## src/rtl/pwr_fault_status_reg.sv

```systemverilog
module pwr_fault_status_reg #(
  parameter int CNT_W       = 4,
  parameter int MIN_TICKS_0 = 1,
  parameter int MIN_TICKS_1 = 2,
  parameter int MIN_TICKS_2 = 3,
  parameter int MIN_TICKS_3 = 4
) (
  input  logic       clk,
  input  logic       rsm_rst_n,
  input  logic       rtc_tick,
  input  logic       deep_sleep_asrt,
  input  logic       vreg_good,
  input  logic       main_pwr_ok,
  input  logic [1:0] sys_state,
  input  logic [1:0] width_sel,
  input  logic       reg_wr_en,
  input  logic [7:0] reg_wr_data,
  output logic [7:0] reg_rd_data
);

  localparam logic [1:0] ST_RUN   = 2'b00;
  localparam logic [1:0] ST_LIGHT = 2'b01;
  localparam logic [1:0] ST_OFF   = 2'b11;
  localparam logic [CNT_W-1:0] CNT_MAX = '1;

  logic [1:0]       vg_sync;
  logic [2:0]       po_sync;
  logic             slp_q;
  logic             meas_on;
  logic [CNT_W-1:0] wcnt;
  logic [CNT_W-1:0] thr;
  logic             st_width, st_vreg, st_pok;
  logic             slp_rise, slp_fall;
  logic             set_width, set_vreg, set_pok;
  logic             clr_width, clr_pok;
  logic             unused_wr_hi;

  always_comb begin
    case (width_sel)
      2'd0:    thr = CNT_W'(MIN_TICKS_0);
      2'd1:    thr = CNT_W'(MIN_TICKS_1);
      2'd2:    thr = CNT_W'(MIN_TICKS_2);
      default: thr = CNT_W'(MIN_TICKS_3);
    endcase
  end

  assign slp_rise  = deep_sleep_asrt & ~slp_q;
  assign slp_fall  = ~deep_sleep_asrt & slp_q;
  assign set_width = slp_fall & meas_on & (wcnt < thr);
  assign set_vreg  = rtc_tick & ~vg_sync[1];
  assign set_pok   = po_sync[2] & ~po_sync[1] &
                     ((sys_state == ST_RUN) | (sys_state == ST_LIGHT));
  assign clr_width = reg_wr_en & reg_wr_data[2];
  assign clr_pok   = (reg_wr_en & reg_wr_data[0]) | (sys_state == ST_OFF);
  assign unused_wr_hi = ^reg_wr_data[7:3];

  always_ff @(posedge clk or negedge rsm_rst_n) begin
    if (!rsm_rst_n) begin
      vg_sync <= 2'b11;
      po_sync <= 3'b000;
    end else begin
      vg_sync <= {vg_sync[0], vreg_good};
      po_sync <= {po_sync[1:0], main_pwr_ok};
    end
  end

  always_ff @(posedge clk or negedge rsm_rst_n) begin
    if (!rsm_rst_n) begin
      slp_q   <= 1'b1;
      meas_on <= 1'b1;
      wcnt    <= '0;
    end else begin
      slp_q <= deep_sleep_asrt;
      if (slp_rise) begin
        meas_on <= 1'b1;
        wcnt    <= rtc_tick ? CNT_W'(1) : '0;
      end else begin
        if (slp_fall)
          meas_on <= 1'b0;
        if (deep_sleep_asrt & meas_on & rtc_tick & (wcnt != CNT_MAX))
          wcnt <= wcnt + 1'b1;
      end
    end
  end

  always_ff @(posedge clk or negedge rsm_rst_n) begin
    if (!rsm_rst_n) begin
      st_width <= 1'b0;
      st_vreg  <= 1'b0;
      st_pok   <= 1'b0;
    end else begin
      if (set_width)      st_width <= 1'b1;
      else if (clr_width) st_width <= 1'b0;

      if (set_vreg)       st_vreg <= 1'b1;
      else if (reg_wr_en) st_vreg <= reg_wr_data[1];

      if (set_pok)        st_pok <= 1'b1;
      else if (clr_pok)   st_pok <= 1'b0;
    end
  end

  assign reg_rd_data = {5'b00000, st_width, st_vreg, st_pok};

endmodule

```

## config.mk

```make
export PLATFORM = sky130hd
export DESIGN_NAME = pwr_fault_status_reg
export DESIGN_NICKNAME = d
export VERILOG_FILES = /design/src/rtl/pwr_fault_status_reg.sv
export SDC_FILE = /design/constraint.sdc
export NUM_CORES = 1
export LEC_CHECK = 0
export CAP_MARGIN = 0
export CORE_MARGIN = 4
export CORE_UTILIZATION = 43
export DETAILED_ROUTE_END_ITERATION = 7
export PLACE_DENSITY_LB_ADDON = 0.05
export SLEW_MARGIN = 20
export SYNTH_ARGS = -nofsm -noshare
export SYNTH_HDL_FRONTEND = slang
export SYNTH_SLANG_ARGS = --single-unit
```

## constraint.sdc

```tcl
create_clock -name clk -period 1.8 [get_ports clk]
set_input_delay 0.54 -clock clk [delete_from_list [all_inputs] [get_ports clk]]
set_output_delay 0.54 -clock clk [all_outputs]
set_load 0.03 [all_outputs]
```

Word level (Yosys, flattened, before mapping)
Index checks and enable logic that the tools add are counted.

cells by class
  add/subtract/negate cells = 1
  $lt $le $gt $ge = 1
  eq/ne operators = 5
  multiplexer cells = 12
  bitwise operators = 18
  reduce and logical (&&, ||, !) cells = 7

operators by type and width
  operator                                       count
  bitwise AND 1 bit                              12
  nonzero test 2 bit                             5
  2-to-1 mux 1 bit                               9
  one-hot mux 3 bit (3 select lines)             1
  2-to-1 mux 4 bit                               2
  adder 4 x 1 -> 4 bit, second input constant    1
  == test 2 x 1 -> 1 bit, second input constant  2
  == test 2 bit, second input constant           2
  logical NOT 2 bit                              2
  less-than comparator 4 bit                     1
  != test 4 bit, second input constant           1
  NOT 1 bit                                      4
  OR 1 bit                                       2

word-level totals
  register bits after elaboration = 14
  bits of input ports = 19
  output and inout port bits = 8
  logic and storage cells = 52

Longest topological paths before layout
Gate-level depths: netlist (run 1).

  depth in word-level cells = 5
  depth in mapped cells = 6
  mapped depth without buffers = 6

Worst setup path before layout (run 1)
No wires, ideal clock.

  path kind = input to register
  from = in width_sel[0]
  to = reg st_width
  setup time = 124 ps
  data arrival time = 1,412 ps
  required time = 1,676 ps
  slack = 264 ps
  stages = 6
  buffers on the path = 0
  cell sequence = inv_1 -> ha_1 -> inv_1 -> ha_1 -> o31ai_1 -> a211o_1

between the ends
  word-level cells in the longest chain between the ends = 5
  elaborated cells on any way between the ends = 8
  classes of those cells = order compare (1); eq/ne (2); mux (2); bitwise (1); reduce/logical (2)

ends and longest elaborated chain
  element                                                        RTL line  text
  start, declared                                                15        input logic [1:0] width_sel,
  == test 2 bit (tied with other cells)                          39        case (width_sel)
  one-hot mux 3 bit (3 select lines) *                           39
  less-than comparator 4 bit *                                   49        assign set_width = slp_fall & meas_on & (wcnt < thr);
  bitwise AND 1 bit *                                            49
  2-to-1 mux 1 bit / nonzero test 2 bit (equally long branches)  -
  end signal, assigned                                           88        st_width <= 1'b0;
  end signal, assigned                                           92        if (set_width) st_width <= 1'b1;
  end signal, assigned                                           93        else if (clr_width) st_width <= 1'b0;
  end, declared                                                  32        logic st_width, st_vreg, st_pok;

Every way passes the cells marked *; elsewhere a longest branch is shown, timed or not.
A chain may end at the register's enable or synchronous reset.

Worst setup path after layout (run 1)
  from = in deep_sleep_asrt
  to = reg wcnt[3]

between the ends
  word-level cells in the longest chain between the ends = 4
  elaborated cells on any way between the ends = 6
  classes of those cells = mux (1); bitwise (4); reduce/logical (1)

ends and longest elaborated chain
  element                          RTL line  text
  start, declared                  11        input logic deep_sleep_asrt,
  bitwise AND 1 bit (3 in series)  80        if (deep_sleep_asrt & meas_on & rtc_tick & (wcnt != CNT_MAX))
  nonzero test 2 bit (no line)     -
  end signal, assigned             76        wcnt <= rtc_tick ? CNT_W'(1) : '0;
  end signal, assigned             81        wcnt <= wcnt + 1'b1;
  end, declared                    30        logic [CNT_W-1:0] wcnt;

Several ways; a longest one is shown, not always the timed one.

==> results of run 1 <==
[cell families (layout without fill, tap and decap cells)]
family                   Yosys count  in the layout  synth area share
buffers and inverters             17             34             0.126
multiplexers                       1              1            0.0135
AO/OA/AOI/OAI                     15             15             0.143
flip-flops                        14             14             0.478
other                              1              5           0.00505
adder cells (fa/ha/maj)            8              8             0.135
AND/OR/NAND/NOR                   12             12            0.0993
[final cells by class]
class / instances / area (sq um)
well taps: 16 / 20.0
multi-input cells: 41 / 315
repair buffers: 21 / 195
inverters: 9 / 33.8
fillers: 136 / 621
clock buffers: 4 / 36.3
flip-flops and latches: 14 / 355
[through the flow]
stage,hold WS [ns],setup WS (ns),instance area [sq um],power [uW]
floorplan,0.244,0.264,758,452
global placement,0.333,-0.297,916,504
detailed placement,0.337,-0.307,916,507
CTS,0.357,0.000604,947,731
global route,0.363,0.0849,956,761
finish,0.353,0.170,956,719
[cell usage after synthesis (all sizes together)]
cell type	number	share of area
nand2	3	0.015
dfstp	4	0.14
o311ai	2	0.024
o41ai	2	0.024
o31ai	1	0.010
or4	1	0.010
o21ai	3	0.020
mux2i	1	0.013
conb	1	0.0050
a21oi	2	0.013
dfrtp	10	0.34
a211o	1	0.012
inv	9	0.045
ha	8	0.13
nor2	2	0.010
a22oi	1	0.010
and3	1	0.015
buf	8	0.081
nand3	2	0.020
o211ai	2	0.020
or3b	1	0.012
a21boi	1	0.010
nor4	2	0.017
[critical path: cells and delay by family]
family	cells	cell delay [ns]
buf+inv	2	0.65
compound gates	2	0.49
simple gates	1	0.11
[power by group]
part | switching [uW] | leakage (uW) | total (uW) | internal (uW)
Clock | 103 | 0.0000210 | 226 | 123
Sequential | 16.2 | 0.000168 | 358 | 342
Combinational | 72.5 | 0.000278 | 135 | 62.6
[sequential cells by signal, summed over array words and instances, names as in the netlist]
register,flops
st_vreg,1
vg_sync,2
meas_on,1
wcnt,4
st_pok,1
st_width,1
slp_q,1
po_sync,3
[how the worst max path moves through the flow]
stage / slack (ns) / from / endpoint / depth (start not counted)
2_1_floorplan: 0.26 / width_sel[0] / st_width$_DFFE_PN0P_ / 6
3_3_place_gp: -0.30 / width_sel[1] / st_width$_DFFE_PN0P_ / 7
3_5_place_dp: -0.31 / width_sel[1] / st_width$_DFFE_PN0P_ / 7
4_1_cts: 0.0006 / width_sel[0] / st_width$_DFFE_PN0P_ / 7
5_1_grt: 0.08 / deep_sleep_asrt / wcnt[3]$_DFFE_PN0P_ / 5
6_report: 0.17 / deep_sleep_asrt / wcnt[3]$_DFFE_PN0P_ / 5
[repair_timing]
| action | in CTS | in global routing |
|---|---|---|
| endpoints found under the setup margin | 4 | 1 |
| gates resized for setup | 4 | 3 |
| hold buffers | 0 | 0 |
[metal layers]
layer	vias up	share of wire	global-route usage
met1	257	0.46	0.153
met3	4	0.070	0.0211
met4	0	0.028	0.0968
met5	-	0	0
li1	271	-	-
met2	20	0.44	0.181
==> impl_metrics.csv, run 1 <==
group,metric,value,unit
status,outcome,"finished, final reports clean",
floorplan,design.portCount,27,
clock_tree,cts_buffers,3,
floorplan,initial_core_util,0.471,
timing,min_period,1.63,ns
critical_path,reg2reg_from,"wcnt[0]$_DFFE_PN0P_",
clock_tree,clock-sinks,14,
critical_path,cpPeakStageDelay,0.52,ns
clock_tree,root_buffer,"clkbuf_4",
global_routing,track_usage,0.121,
finish,layout_commonest_cell,"clkdlybuf4s50_1",
clock_tree,cts_tree,"built",
clock_tree,clk_path_buf_depth,2,
worst_hold_path,hold_path.class,"flop to flop",
worst_hold_path,hold_path_end,"po_sync[1]$_DFF_PN0_",
critical_path,critPathKind,"input port to flop",
critical_path,slowest_stage,"clkdlybuf4s50_1",
timing,finalSetupViolCount,0,
timing,slew_violations,0,
critical_path,reg2reg_depth,4,
floorplan,die_area,2460,sq um
finish,syn2layout_area_growth,28.6,%
clock_tree,clkSlewWorstSetupHoldPaths,0.09,ns
floorplan,die_y,49.6,microns
clock_tree,cts.htree.levels,1,
power_and_ir_drop,power_leakage,0.000467,uW
worst_hold_path,min_path_cells,0,
timing,hold_viol,0,
timing,fin_skew,0.00750,ns
timing,final.setup.tns,0,ns
critical_path,cp-end-kind,"flop",
global_routing,grt_pass1_vias,523,
placement,dp_hpwl,952,microns
timing,rsz0062_at_grt,"no",
placement,io_buffers,16,
routing,via_per_inst,5.26,
critical_path,r2r_end,"wcnt[0]$_DFFE_PN0P_",
finish,final_util,0.606,
finish,drive_above_1_share,0.191,
critical_path,r2r_setup_slack,0.32,ns
job,max_cap_violations,0,
logic_synthesis,seq_area_frac_synth,0.478,
timing,max_freq,614,MHz
clock_tree,clk_latency,0.28,ns
floorplan,core_region_area,1580,sq um
floorplan,row_count,14,
placement,place_inst,101,
power_and_ir_drop,ir_drop,596,uV
finish,diodes,0,
floorplan,die-width,49.6,microns
routing,wire_per_inst,11.8,microns
global_routing,grt_antenna_before_repair,0,
timing,post-route-period-util,0.906,
routing,drt_iter0_drc,4,
critical_path,critPathMaxFanout,7,
logic_synthesis,yosys_warnings,0,
global_routing,grt_max_degree,15,
routing,drcViolationCount,0,
routing,vias,552,
routing,ant_nets,0,
logic_synthesis,netlist_area,743,sq um
power_and_ir_drop,cellPowerDensity,752,nW/um^2
logic_synthesis,synth_cells,68,
routing,dr.pass1.iters,4,
finish,fin_nets,117,
placement,gp_congestion,0.746,
global_routing,grt_pass1_wl,2.23,mm
routing,drt_wl_total,1.23,mm
finish,finalNonFillerCells,105,
logic_synthesis,synth.avg_cell_area,10.9,sq um
logic_synthesis,synth_cell_types,24,
clock_tree,cts_setup_buffers,0,
finish,layout_common_cells,"11 x clkdlybuf4s50_1, 10 x dfrtp_1, 8 x inv_1, 8 x ha_1",
critical_path,required,1.96,ns
critical_path,crit_path_cell_trace,"clkdlybuf4s50_1 > buf_4 > nand3_2 > o311ai_0 > o41ai_1",
logic_synthesis,synth-seq-cells,14,
global_routing,grt-ovfl-total,0,
critical_path,arrival,1.79,ns
worst_hold_path,min-delay-start,"po_sync[0]$_DFF_PN0_",
critical_path,startpoint_type,"input port",
Power figures use the tool's default switching activity.
==> inputs of run 2 (changes only) <==
- CORE_MARGIN: 4 -> 3
- clock period: 1.8 -> 1.5 ns (I/O delays scaled with it)
==> run 2 against run 1 <==
Flip-flop and latch count unchanged. First-iteration DRC count up 25%. Final area is 4.2% higher. Highest routed layer unchanged. Worst hold slack gained 0.0094 ns. Die area shrank 7.9%. Largest cell class unchanged. Global-route usage increased by 3.3 points. Final cell count rose by 5.7%. Combinational power increased by 35%.
==> impl_metrics.csv, run 2 (synthesized netlist as in run 1, its figures left out) <==
group,metric,value,unit
status,outcome,"finished, final reports clean",
timing,hold_viol,0,
timing,finalSetupViolCount,0,
global_routing,grt_antenna_before_repair,0,
global_routing,grt_max_degree,15,
critical_path,startpoint_type,"flop",
clock_tree,clk_latency,0.28,ns
routing,drcViolationCount,0,
finish,syn2layout_area_growth,34.0,%
placement,placed_area,961,sq um
clock_tree,clkSlewWorstSetupHoldPaths,0.09,ns
floorplan,initial_core_util,0.477,
routing,via_per_inst,5.12,
timing,min_period,1.46,ns
critical_path,crit_path_cell_trace,"inv_1 > ha_1 > or4_1 > o211ai_1",
power_and_ir_drop,power_leakage,0.000485,uW
placement,place_ws,-0.502,ns
routing,drt_iter0_drc,5,
finish,fin_nets,123,
power_and_ir_drop,power.total,883,uW
finish,diodes,0,
global_routing,grt-ovfl-total,0,
placement,gp_congestion,0.729,
finish,largest_register,"wcnt",
floorplan,die_area,2260,sq um
timing,max_freq,686,MHz
timing,fin_ws,0.0414,ns
finish,largestRegisters,"wcnt (4), po_sync (3), vg_sync (2)",
timing,slew_violations,0,
clock_tree,cts_hold_buffers,0,
finish,layout_common_cells,"11 x buf_4, 10 x clkdlybuf4s50_1, 10 x dfrtp_1",
routing,drt_wl_total,1.43,mm
global_routing,grt_pass1_wl,2.33,mm
clock_tree,root_buffer,"clkbuf_4",
floorplan,die-width,47.6,microns
job,max_cap_violations,0,
power_and_ir_drop,ir_drop,613,uV
global_routing,grt_pass1_vias,540,
clock_tree,cts.htree.levels,1,
routing,dr.pass1.iters,3,
finish,layout_commonest_cell,"buf_4",
timing,post-route-period-util,0.972,
placement,dp_hpwl,1.13,mm
global_routing,track_usage,0.154,
critical_path,critPathMaxFanout,2,
critical_path,critPathKind,"flop to flop",
critical_path,cpPeakStageDelay,0.54,ns
routing,wire_per_inst,12.9,microns
critical_path,arrival,1.66,ns
floorplan,core_region_area,1560,sq um
clock_tree,clk_path_buf_depth,2,
clock_tree,cts_tree,"built",
routing,vias,568,
floorplan,row_count,14,
clock_tree,cts_buffers,3,
worst_hold_path,hold_path.class,"flop to flop",
floorplan,die_y,47.6,microns
critical_path,required,1.70,ns
floorplan,design.portCount,27,
timing,hold-worst-slack,0.363,ns
power_and_ir_drop,cellPowerDensity,887,nW/um^2
finish,drive_above_1_share,0.242,
critical_path,cp-end-kind,"flop",
timing,fin_skew,0.00392,ns
routing,ant_nets,0,
finish,largest_register_ff_count,4,
critical_path,slowest_stage,"dfstp_2",
clock_tree,clock-sinks,14,
timing,rsz0062_at_grt,"no",
finish,fin_area,996,sq um
placement,io_buffers,16,
## run 2: changes by cell type in the layout (fill, tap and decap cells not counted)
cell and delta:
inv_1 +1, clkbuf_2 +1, dlymetal6s2s_1 -1, buf_4 +6, dlygate4sd2_1 -2, clkdlybuf4s15_1 +3
clkdlybuf4s50_1 -1, inv_2 -1
## run 2: final cells by class
| cell class | instances | area [sq um] |
|---|---|---|
| clock buffer | 4 | 36.3 |
| fill | 137 | 563 |
| inverter | 9 | 33.8 |
| multi-input combinational | 41 | 315 |
| sequential | 14 | 355 |
| tap | 16 | 20.0 |
| timing repair buffer | 27 | 235 |
## run 2: worst max-delay path, delay by kind of cell (launching register included)
kind / cells / cell delay [ns]
flops: 1 / 0.54
simple gates: 1 / 0.52
fa+ha+maj: 1 / 0.19
compound gates: 1 / 0.09
buf+inv: 1 / 0.04
## run 2: timing repair
action,CTS,global route
gates resized for setup,6,6
setup endpoints to repair,9,4
setup buffers,0,0
pin swaps,0,0
## run 2: metal layers
| layer | up-vias | share of wire | track usage |
|---|---|---|---|
| met5 | - | 0 | 0 |
| li1 | 281 | - | - |
| met3 | 4 | 0.062 | 0.0338 |
| met4 | 0 | 0.022 | 0.0968 |
| met2 | 18 | 0.49 | 0.251 |
| met1 | 265 | 0.42 | 0.183 |
## run 2: where the power goes
group          switching (uW)  leakage, uW  internal (uW)  total (uW)
logic                    94.7     0.000296           87.3         182
registers                14.8     0.000168            410         425
clock network             128    0.0000210            148         276
total                     238     0.000485            645         883
## run 2: per-stage QoR
step                setup TNS [ns]  utilization  std cells
finish                           0        0.639        111
global route                     0        0.639        111
CTS                              0        0.635        111
detailed placement           -2.13        0.616        107
global placement             -1.96        0.616        107
floorplan                        0            -         72
## run 2: path summary, 6_finish.rpt
check	startpoint	to	slack [ns]	depth (start not counted)
max	slp_q$_DFF_PN1_	wcnt[0]$_DFFE_PN0P_	0.04	4
min in group asynchronous	rsm_rst_n	wcnt[1]$_DFFE_PN0P_	0.46	2
min reg2reg	vg_sync[0]$_DFF_PN1_	vg_sync[1]$_DFF_PN1_	0.36	0
max reg2reg	slp_q$_DFF_PN1_	wcnt[0]$_DFFE_PN0P_	0.04	4
min	vg_sync[0]$_DFF_PN1_	vg_sync[1]$_DFF_PN1_	0.36	0
max in group asynchronous	rsm_rst_n	vg_sync[1]$_DFF_PN1_	0.79	2
